==> config.mk <==
export PLATFORM = sky130hd
export DESIGN_NAME = dmc_cache
export DESIGN_NICKNAME = d
export VERILOG_FILES = /design/src/rtl/dmc_pkg.sv /design/src/rtl/dmc_tag_store.sv /design/src/rtl/dmc_data_store.sv /design/src/rtl/dmc_cache.sv
export SDC_FILE = /design/constraint.sdc
export NUM_CORES = 1
export LEC_CHECK = 0
export ABC_AREA = 1
export CAP_MARGIN = 20
export CORE_MARGIN = 3
export CORE_UTILIZATION = 40
export CTS_CLUSTER_DIAMETER = 200
export CTS_CLUSTER_SIZE = 12
export DETAILED_ROUTE_END_ITERATION = 16
export GPL_TIMING_DRIVEN = 0
export PLACE_DENSITY = 0.66
export SLEW_MARGIN = 20
export SYNTH_ARGS = -nofsm -noshare
export SYNTH_HDL_FRONTEND = slang
export SYNTH_SLANG_ARGS = --single-unit
==> constraint.sdc <==
create_clock -name clk -period 11.2 [get_ports clk]
set_input_delay 1.68 -clock clk [delete_from_list [all_inputs] [get_ports clk]]
set_output_delay 1.68 -clock clk [all_outputs]
set_load 0.1 [all_outputs]
==> src/rtl/dmc_pkg.sv <==
package dmc_pkg;

    typedef enum logic [1:0] {
        ST_IDLE  = 2'd0,
        ST_WBACK = 2'd1,
        ST_FILL  = 2'd2
    } dmc_state_e;

    // field width for a count, never below one bit
    function automatic int unsigned dmc_width(input int unsigned n);
        return (n > 1) ? $clog2(n) : 1;
    endfunction

endpackage

==> src/rtl/dmc_tag_store.sv <==
module dmc_tag_store #(
    parameter int unsigned LINES = 8,
    parameter int unsigned TAG_W = 5,
    parameter int unsigned IDX_W = 3
) (
    input  logic             clk,
    input  logic             rst,
    input  logic [IDX_W-1:0] rd_idx,
    output logic             rd_valid,
    output logic             rd_dirty,
    output logic [TAG_W-1:0] rd_tag,
    input  logic             wr_en,
    input  logic [IDX_W-1:0] wr_idx,
    input  logic [TAG_W-1:0] wr_tag,
    input  logic             wr_dirty
);
    logic [LINES-1:0] valid_q;
    logic [LINES-1:0] dirty_q;
    logic [TAG_W-1:0] tag_q [LINES];

    always_ff @(posedge clk) begin
        if (rst) begin
            valid_q <= '0;
            dirty_q <= '0;
        end else if (wr_en) begin
            valid_q[wr_idx] <= 1'b1;
            dirty_q[wr_idx] <= wr_dirty;
        end
    end

    always_ff @(posedge clk) begin
        if (wr_en) tag_q[wr_idx] <= wr_tag;
    end

    assign rd_valid = valid_q[rd_idx];
    assign rd_dirty = dirty_q[rd_idx];
    assign rd_tag   = tag_q[rd_idx];

    // leaving reset, no line is present or modified
    a_r11_reset_clear: assert property (@(posedge clk) disable iff (rst)
        $fell(rst) |-> (valid_q == '0 && dirty_q == '0));

    // a modified line is always a present line
    a_r5_dirty_valid: assert property (@(posedge clk) disable iff (rst)
        (dirty_q & ~valid_q) == '0);

endmodule

==> src/rtl/dmc_data_store.sv <==
module dmc_data_store #(
    parameter int unsigned DEPTH = 8,
    parameter int unsigned DW    = 32,
    parameter int unsigned DA_W  = 3
) (
    input  logic            clk,
    input  logic [DA_W-1:0] rd_addr,
    output logic [DW-1:0]   rd_data,
    input  logic            wr_en,
    input  logic [DA_W-1:0] wr_addr,
    input  logic [DW-1:0]   wr_data
);
    logic [DW-1:0] word_q [DEPTH];

    always_ff @(posedge clk) begin
        if (wr_en) word_q[wr_addr] <= wr_data;
    end

    assign rd_data = word_q[rd_addr];

endmodule

==> src/rtl/dmc_cache.sv <==
module dmc_cache
    import dmc_pkg::*;
#(
    parameter int unsigned AW    = 8,
    parameter int unsigned DW    = 32,
    parameter int unsigned LINES = 8,
    parameter int unsigned WPB   = 1,
    parameter int unsigned EARLY = 0
) (
    input  logic          clk,
    input  logic          rst,
    input  logic          cpu_req,
    input  logic          cpu_we,
    input  logic [AW-1:0] cpu_addr,
    input  logic [DW-1:0] cpu_wdata,
    output logic          cpu_stall,
    output logic          cpu_ack,
    output logic          cpu_hit,
    output logic          cpu_miss,
    output logic [DW-1:0] cpu_rdata,
    output logic          mem_req,
    output logic          mem_we,
    output logic [AW-1:0] mem_addr,
    output logic [DW-1:0] mem_wdata,
    input  logic          mem_ack,
    input  logic [DW-1:0] mem_rdata
);
    localparam int unsigned IDX_W = dmc_width(LINES);
    localparam int unsigned OFF_W = dmc_width(WPB);
    localparam int unsigned TAG_W = AW - $clog2(LINES) - $clog2(WPB);
    localparam int unsigned DEPTH = LINES * WPB;
    localparam int unsigned DA_W  = dmc_width(DEPTH);
    localparam logic [OFF_W-1:0] LAST_BEAT = OFF_W'(WPB - 1);

    dmc_state_e       state;
    logic [OFF_W-1:0] beat;
    logic [IDX_W-1:0] req_idx_q;
    logic [TAG_W-1:0] req_tag_q;
    logic [OFF_W-1:0] req_off_q;
    logic             req_we_q;
    logic [TAG_W-1:0] vic_tag_q;
    logic             retry;

    logic [IDX_W-1:0] lk_idx, idx_sel;
    logic [TAG_W-1:0] lk_tag, rd_tag, mem_tag;
    logic [OFF_W-1:0] lk_off, da_off;
    logic [DA_W-1:0]  da_addr;
    logic [DW-1:0]    ds_rdata;
    logic             rd_valid, rd_dirty;
    logic             hit_raw, miss_now, fwd_now, last_ack;
    logic             ts_we, ds_we;

    // address split
    assign lk_off = OFF_W'(32'(cpu_addr) % WPB);
    assign lk_idx = IDX_W'((32'(cpu_addr) / WPB) % LINES);
    assign lk_tag = TAG_W'(32'(cpu_addr) / (WPB * LINES));

    assign idx_sel = (state == ST_IDLE) ? lk_idx : req_idx_q;
    assign da_off  = (state == ST_IDLE) ? lk_off : beat;
    assign da_addr = DA_W'(32'(idx_sel) * WPB + 32'(da_off));

    // lookup
    assign hit_raw  = (state == ST_IDLE) && cpu_req && rd_valid && (rd_tag == lk_tag);
    assign miss_now = (state == ST_IDLE) && cpu_req && !hit_raw;
    assign last_ack = mem_ack && (beat == LAST_BEAT);
    assign fwd_now  = (EARLY != 0) && (state == ST_FILL) && mem_ack
                      && !req_we_q && (beat == req_off_q);

    assign ts_we = (hit_raw && cpu_we) || ((state == ST_FILL) && last_ack);
    assign ds_we = (hit_raw && cpu_we) || ((state == ST_FILL) && mem_ack);

    dmc_tag_store #(.LINES(LINES), .TAG_W(TAG_W), .IDX_W(IDX_W)) u_tags (
        .clk      (clk),
        .rst      (rst),
        .rd_idx   (idx_sel),
        .rd_valid (rd_valid),
        .rd_dirty (rd_dirty),
        .rd_tag   (rd_tag),
        .wr_en    (ts_we),
        .wr_idx   (idx_sel),
        .wr_tag   ((state == ST_IDLE) ? lk_tag : req_tag_q),
        .wr_dirty (state == ST_IDLE)
    );

    dmc_data_store #(.DEPTH(DEPTH), .DW(DW), .DA_W(DA_W)) u_data (
        .clk     (clk),
        .rd_addr (da_addr),
        .rd_data (ds_rdata),
        .wr_en   (ds_we),
        .wr_addr (da_addr),
        .wr_data ((state == ST_IDLE) ? cpu_wdata : mem_rdata)
    );

    always_ff @(posedge clk) begin
        if (rst) begin
            state     <= ST_IDLE;
            beat      <= '0;
            req_idx_q <= '0;
            req_tag_q <= '0;
            req_off_q <= '0;
            req_we_q  <= 1'b0;
            vic_tag_q <= '0;
            retry     <= 1'b0;
        end else begin
            case (state)
                ST_IDLE: begin
                    retry <= 1'b0;
                    if (miss_now) begin
                        req_idx_q <= lk_idx;
                        req_tag_q <= lk_tag;
                        req_off_q <= lk_off;
                        req_we_q  <= cpu_we;
                        vic_tag_q <= rd_tag;
                        beat      <= '0;
                        state     <= (rd_valid && rd_dirty) ? ST_WBACK : ST_FILL;
                    end
                end
                ST_WBACK: begin
                    if (mem_ack) begin
                        beat <= last_ack ? '0 : beat + 1'b1;
                        if (last_ack) state <= ST_FILL;
                    end
                end
                ST_FILL: begin
                    if (mem_ack) begin
                        beat <= beat + 1'b1;
                        if (last_ack) begin
                            state <= ST_IDLE;
                            retry <= !((EARLY != 0) && !req_we_q);
                        end
                    end
                end
                default: state <= ST_IDLE;
            endcase
        end
    end

    assign mem_tag   = (state == ST_WBACK) ? vic_tag_q : req_tag_q;
    assign mem_req   = (state != ST_IDLE);
    assign mem_we    = (state == ST_WBACK);
    assign mem_addr  = AW'((32'(mem_tag) * LINES + 32'(req_idx_q)) * WPB + 32'(beat));
    assign mem_wdata = ds_rdata;

    assign cpu_ack   = hit_raw || fwd_now;
    assign cpu_hit   = hit_raw && !retry;
    assign cpu_miss  = miss_now;
    assign cpu_stall = cpu_req && !cpu_ack;
    assign cpu_rdata = fwd_now ? mem_rdata : ds_rdata;

    // a detected miss keeps the held request stalled next cycle
    a_r10_stall_after_miss: assert property (@(posedge clk) disable iff (rst)
        cpu_miss |=> (cpu_stall || !cpu_req));

    // refill starts only after the final write-back beat was acknowledged
    a_r6_wb_before_fill: assert property (@(posedge clk) disable iff (rst)
        (state == ST_FILL && $past(state) == ST_WBACK) |-> $past(mem_ack && beat == LAST_BEAT));

    // beat request held steady until acknowledged
    a_r3_beat_hold: assert property (@(posedge clk) disable iff (rst)
        (mem_req && !mem_ack) |=> (mem_req && $stable(mem_addr) && $stable(mem_we)));

    // a hit leaves the memory port idle on the next cycle
    a_r2_hit_quiet: assert property (@(posedge clk) disable iff (rst)
        cpu_hit |=> !mem_req);

    // answering during memory activity only for early-restart reads
    a_r9_ack_timing: assert property (@(posedge clk) disable iff (rst)
        (cpu_ack && mem_req) |-> ((EARLY != 0) && !mem_we && !req_we_q));

endmodule

# Word level (Yosys, flattened, before mapping)

Memories as Yosys holds them, arrays and structs flattened.
Cells that the tools add are included.

Output and inout port bits: 78
Memories kept: 2
Bits of input ports: 77
Word-level logic and storage cells: 81
RAM bits: 296
Bits in registers: 33

Bitwise logic cells: 2
Mux-type cells: 31
Add/sub/neg operators: 4
Eq/ne operators: 8
Reduce and logical (&&, ||, !) cells: 24
Magnitude comparators: 2

Memory list:

| name          | words | width | read ports | clocked after memory_dff | write ports | line                 | source |
|---|---|---|---|---|---|---|---|
| u_data.word_q | 8     | 32    | 1          | 0                        | 1           | dmc_data_store.sv:13 | `logic [DW-1:0] word_q [DEPTH];` |
| u_tags.tag_q  | 8     | 5     | 1          | 0                        | 1           | dmc_tag_store.sv:19  | `logic [TAG_W-1:0] tag_q [LINES];` |

Operators by type and width:

| operator                                                           | count |
|---|---|
| 2-to-1 mux 32 bit                                                  | 1 |
| 2-to-1 mux 1 bit                                                   | 14 |
| logical AND 1 bit                                                  | 12 |
| 2-to-1 mux 2 bit                                                   | 6 |
| 2-to-1 mux 5 bit                                                   | 2 |
| adder 8 x 1 -> 8 bit                                               | 1 |
| adder 8 x 3 -> 8 bit                                               | 1 |
| bitwise mux 8 bit                                                  | 1 |
| bitwise OR 8 bit                                                   | 1 |
| binary-select mux 1 bit (select 3 bit)                             | 2 |
| != test 2 bit (second input constant)                              | 3 |
| case mux 2 bit (3 select lines)                                    | 1 |
| equality test 5 bit                                                | 1 |
| AND reduction 5 bit                                                | 1 |
| less-than comparator 3 x 4 -> 1 bit (second input constant)        | 1 |
| != test 2 x 1 -> 1 bit (second input constant)                     | 2 |
| AND reduction 4 bit                                                | 1 |
| nonzero test 2 bit                                                 | 2 |
| adder 3 x 1 -> 3 bit                                               | 1 |
| demux 1 bit (select 3 bit)                                         | 1 |
| greater-or-equal comparator 3 x 1 -> 1 bit (second input constant) | 1 |
| 2-to-1 mux 3 bit                                                   | 1 |
| case mux 1 bit (3 select lines)                                    | 1 |
| AND reduction 3 bit                                                | 1 |
| other kinds (10)                                                   | 12 |

# Depth between registers and ports, before layout

Word-level depth: 10
Gate-level depth with buffers: 23

# Hierarchy

Synthesis repeated with hierarchy kept, for this count alone.

Cells, all modules: 1754
Area total of the unflattened synthesis: 15720.1 um2

By module, submodules not included:

| module         | area each (um2) | sequential area each (um2) | cells an instance | times used |
|---|---|---|---|---|
| dmc_data_store | 11232.0         | 7687.4                     | 1124              | 1 |
| dmc_tag_store  | 2592.5          | 1521.5                     | 303               | 1 |
| dmc_cache      | 1895.6          | 340.3                      | 327               | 1 |

# Least setup slack after synthesis

Ideal clock, no wire load.

Kind: input to output
From: input cpu_addr[0]
To: output mem_wdata[14]
Buffers on the path: 3
Slack: 4424 ps
Arrival time: 5096 ps
Stages on the path: 12
Path through: nand2_2 > nand2_4 > buf_4 > ha_1 > ha_1 > inv_1 > nand2_1 > nand2_1 > nand3_1 > clkbuf_1 > o2111ai_1 > buf_4

Word-level cells in the longest chain between the ends: 3

RTL lines:

| element              | line            | source |
|---|---|---|
| start, declared      | dmc_cache.sv:14 | `input logic [AW-1:0] cpu_addr,` |
| 2-to-1 mux 3 bit     | dmc_cache.sv:58 | `assign idx_sel = (state == ST_IDLE) ? lk_idx : req_idx_q;` |
| adder 3 x 1 -> 3 bit | dmc_cache.sv:60 | `assign da_addr = DA_W'(32'(idx_sel) * WPB + 32'(da_off));` |
| memory (8 x 32 bit)  | n/a             |  |
| end, declared        | dmc_cache.sv:24 | `output logic [DW-1:0] mem_wdata,` |

No other way between the ends.

# Final worst setup path

From: input cpu_addr[0]
To: output mem_wdata[1]

Same word-level chain as after synthesis.

==> run summary <==
The run finished with clean final reports. Clock tree synthesis selected as its root buffer the cell sky130_fd_sc_hd__clkbuf_16. The synthesized netlist contains 40 unique library cells. The total area inside the core boundary comes to 34000 sq um. The total number of nets in the final design was 1507. The floorplan step defined a die boundary enclosing 37200 sq um. The slew at the pin closest to its max-slew limit came out at 1.02 ns. For this run, the leading register cell type out of synthesis is sky130_fd_sc_hd__edfxtp_1. The run gives 1226 as the number of instances in the synthesized netlist.

Of the cells placed in the final design, the portion with a size suffix greater than 1 is 9.76%. For this configuration, the core starts out at a cell density of 41.2%. Walking the worst path, the cells encountered are clkdlybuf4s50_1, nand2_2, nand2_4, buf_4, ha_1, ha_1, inv_1, nor3_1, clkbuf_1, nand2_1, o2111ai_1, buf_4, clkdlybuf4s50_1. The tools report the final-report hold violation count as 0.

After detailed routing, the average wire length per cell comes to 18.8 um. The path category of the worst min-delay check is reg2reg. In this run the count of I/O pins placed on the die edge is 155.

The worst-skew pair later-pin latency came out at 0.56 ns. The width of the die is 193 um, and the worst stage delay on the critical path is 1.12 ns. Across the run, the number of max-cap violations was 0.

The routed layout has 9530 vias. The average instance in the mapped netlist occupies 11.4 sq um. Setup repair after global routing left no endpoint under its margin. The final layout contains routed wiring with a total length of 35.6 mm. The number of max-slew violations in the final report is 0.

Clock tree synthesis inserted a total of 31 buffers. Gates resized during post-CTS repair numbered 0. Worst setup path category: in2out.

The depth of the critical timing path with buffers and inverters included was 13. The number of buffer and inverter stages on the critical path was 6; the global-route wire length before repair was 53.0 mm. In the routed design, unresolved DRC markers number 0. Data arrives at the worst endpoint at 6.31 ns. The signed area change from the synthesized netlist to the final layout is 23.4%, and the final HPWL from detailed placement is 24.1 mm. Hold-fix buffer count after cts: 0. The cell depth of the worst flop-to-flop path works out to 14. The initial DRC count was 862.

Commonest non-fill, non-tap cell in the layout: sky130_fd_sc_hd__nand2_1. For this run, the number of Yosys warnings is 0. Hold timing on the final database bottoms out at a slack of 0.453 ns.

The highest achievable clock rate was 0.125 GHz. TritonCTS built the clock tree. The final period demand of the worst path was 7.99 ns; the weighted congestion at the end of routability-driven global placement was 0.830. The per-cell via count in the routed design came out at 5.03.

In this run the critical register-to-register path is launched from state[1]. STA classifies the critical path startpoint as an input port. The logs give 68.3% for the proportion of synthesized chip area in sequential cells and 14000 sq um for the area of the mapped netlist. The clock passes through at most 3 buffers.

During placement, the flow inserted port buffers numbering 154. The post-CTS setup buffer count is 0, and the final setup TNS is 0 ns. The tools report the type of destination of the critical path as a primary output. Entering global routing, the biggest net connects 21 pins. The die boundary height is 193 um, and the number of H-tree levels is 1. Counting flops and latches in the post-synthesis netlist gives 329. Following the worst setup path forward leads to its endpoint at mem_wdata[1]. On the critical path the largest part of the delay comes from buffers and inverters. The number of antenna violations at the first check in global routing is 0, and the async set or reset register ratio after synthesis is 0%. The run gives 0.0295 ns as the clock skew after layout. For the required time of the critical path, the log shows 9.52 ns.

The worst setup path startpoint was cpu_addr[0]. Maximum fanout along the worst path: 10. Once detail routing completed, the nets flagged for antenna violations numbered 0.

The overall overflow remaining after global route came out at 0. In the layout the commonest cells are sky130_fd_sc_hd__nand2_1, sky130_fd_sc_hd__edfxtp_1, sky130_fd_sc_hd__clkdlybuf4s50_1, sky130_fd_sc_hd__inv_1. Global routing consumed, over all layers together, 18.9% of the routing resources. The reg-to-reg setup timing slack was 5.95 ns; the final core utilization was 50.8%. When the netlist entered floorplanning its net count stood at 1311. Measured against its own limit, the worst slew margin works out to 32.0%.

For the number of global-route vias before repair, the log shows 9076. The cell at the slowest stage of the critical path was sky130_fd_sc_hd__clkdlybuf4s50_1. Setup violations remaining at the end of the flow were counted as 0. After layout, the worst path uses 71.3% of the clock period.

The number of enable-type register cells in the synthesized netlist works out to 296. Clock-pin slew was measured on the worst setup and hold paths at 0.06 ns. The placement row count is 67. The first detailed-routing pass took 5 iterations.

The endpoint of the worst-slack reg-to-reg timing path is u_data.word_q[3][9]. The TritonCTS sink count was 329.
-- worst min path at each step --
stage | endpoint | depth (start not counted) | slack, ns | start
floorplan | u_tags.valid_q[7] | 2 | 0.42 | u_tags.valid_q[7]
global placement | u_tags.valid_q[5] | 2 | 0.44 | u_tags.valid_q[5]
detailed placement | u_tags.valid_q[5] | 2 | 0.45 | u_tags.valid_q[5]
CTS | u_tags.valid_q[5] | 2 | 0.46 | u_tags.valid_q[5]
global route | u_tags.valid_q[5] | 2 | 0.47 | u_tags.valid_q[5]
finish | vic_tag_q[2] | 2 | 0.45 | vic_tag_q[2]
-- final cells by class --
class | instances | area [sq um]
clock buffer | 55 | 866
multi-input combinational | 667 | 3420
fill | 2929 | 16700
buffer | 79 | 494
sequential | 329 | 9550
tap | 448 | 561
inverter | 151 | 569
timing repair buffer | 163 | 1770
clock inverter | 1 | 8.76
antenna | 1 | 2.50
-- logic make-up after synthesis --
kind of cell / synth area share (%)
DFF: 68.3
buffers and inverters: 7.61
adders and majority gates: 0.716
xor gates and xnor gates: 0.376
and+or+nand+nor: 14.9
AOI/OAI and AO/OA: 8.03
-- worst register-to-register path, stage by stage, from the launching register on --
cell	delay (ns)
sky130_fd_sc_hd__dfxtp_1	0.35
sky130_fd_sc_hd__inv_1	0.09
sky130_fd_sc_hd__ha_1	0.17
sky130_fd_sc_hd__buf_6	0.14
sky130_fd_sc_hd__buf_2	0.30
sky130_fd_sc_hd__clkbuf_1	0.64
sky130_fd_sc_hd__nor2_1	0.14
sky130_fd_sc_hd__ha_1	0.23
sky130_fd_sc_hd__ha_1	0.39
sky130_fd_sc_hd__inv_1	0.15
sky130_fd_sc_hd__nor3_1	0.68
sky130_fd_sc_hd__clkbuf_1	0.68
sky130_fd_sc_hd__inv_1	0.18
sky130_fd_sc_hd__nor2_4	0.53
sky130_fd_sc_hd__buf_12	0.26
-- Yosys cell counts (3+ instances only) --
| master | instances | share of area, % |
|---|---|---|
| sky130_fd_sc_hd__o21ai_0 | 46 | 1.6 |
| sky130_fd_sc_hd__a221oi_1 | 43 | 2.7 |
| sky130_fd_sc_hd__edfxtp_1 | 296 | 64 |
| sky130_fd_sc_hd__nor2_2 | 3 | 0.13 |
| sky130_fd_sc_hd__a21oi_2 | 4 | 0.25 |
| sky130_fd_sc_hd__xor2_1 | 3 | 0.19 |
| sky130_fd_sc_hd__dfxtp_1 | 33 | 4.7 |
| sky130_fd_sc_hd__buf_6 | 6 | 0.48 |
| sky130_fd_sc_hd__xnor2_1 | 3 | 0.19 |
| sky130_fd_sc_hd__a21oi_1 | 33 | 1.2 |
| sky130_fd_sc_hd__o22ai_1 | 5 | 0.22 |
| sky130_fd_sc_hd__o2bb2ai_1 | 4 | 0.25 |
| sky130_fd_sc_hd__a211oi_1 | 4 | 0.21 |
| sky130_fd_sc_hd__buf_2 | 11 | 0.39 |
| sky130_fd_sc_hd__o21ai_1 | 12 | 0.43 |
| sky130_fd_sc_hd__nand2_2 | 9 | 0.40 |
| sky130_fd_sc_hd__nand2_1 | 344 | 9.2 |
| sky130_fd_sc_hd__buf_4 | 37 | 2.0 |
| sky130_fd_sc_hd__nor3_1 | 4 | 0.14 |
| sky130_fd_sc_hd__nand3_1 | 37 | 1.3 |
| sky130_fd_sc_hd__nand2_4 | 7 | 0.56 |
| sky130_fd_sc_hd__a2111o_1 | 5 | 0.40 |
| sky130_fd_sc_hd__nor3_2 | 3 | 0.21 |
| sky130_fd_sc_hd__ha_1 | 8 | 0.72 |
| sky130_fd_sc_hd__o2111ai_1 | 8 | 0.50 |
| sky130_fd_sc_hd__nor2_1 | 56 | 1.5 |
| sky130_fd_sc_hd__nand3b_1 | 4 | 0.21 |
| sky130_fd_sc_hd__clkbuf_1 | 24 | 0.64 |
| sky130_fd_sc_hd__inv_1 | 148 | 4.0 |
| sky130_fd_sc_hd__nor2_4 | 4 | 0.32 |
| sky130_fd_sc_hd__nand4_1 | 8 | 0.36 |
-- layer usage --
layer,up-vias,wire [um],track usage (%)
met5,-,0,0
met2,395,17000,31.7
met3,59,2740,2.91
met1,4511,15100,25.5
met4,0,847,5.67
li1,4565,-,-
-- sequential cells by signal, summed over array words and instances (netlist names) --
signal and count:
beat 1, vic_tag_q 5, u_tags.dirty_q 8, req_tag_q 5, u_data.word_q 256, retry 1
u_tags.tag_q 40, req_idx_q 3, u_tags.valid_q 8, state 2
-- per-stage QoR --
stage / cell area [sq um] / worst slack, ns / std cells
finish: 17200 / 3.21 / 1894
detailed placement: 16400 / 3.20 / 1837
global placement: 16100 / 3.25 / 1828
global route: 17200 / 2.99 / 1893
CTS: 17200 / 3.19 / 1893
floorplan: 14000 / 4.42 / 1226
Power is not shown: default switching activity piles up to over one toggle a cycle in this logic, so the estimate is an artifact.
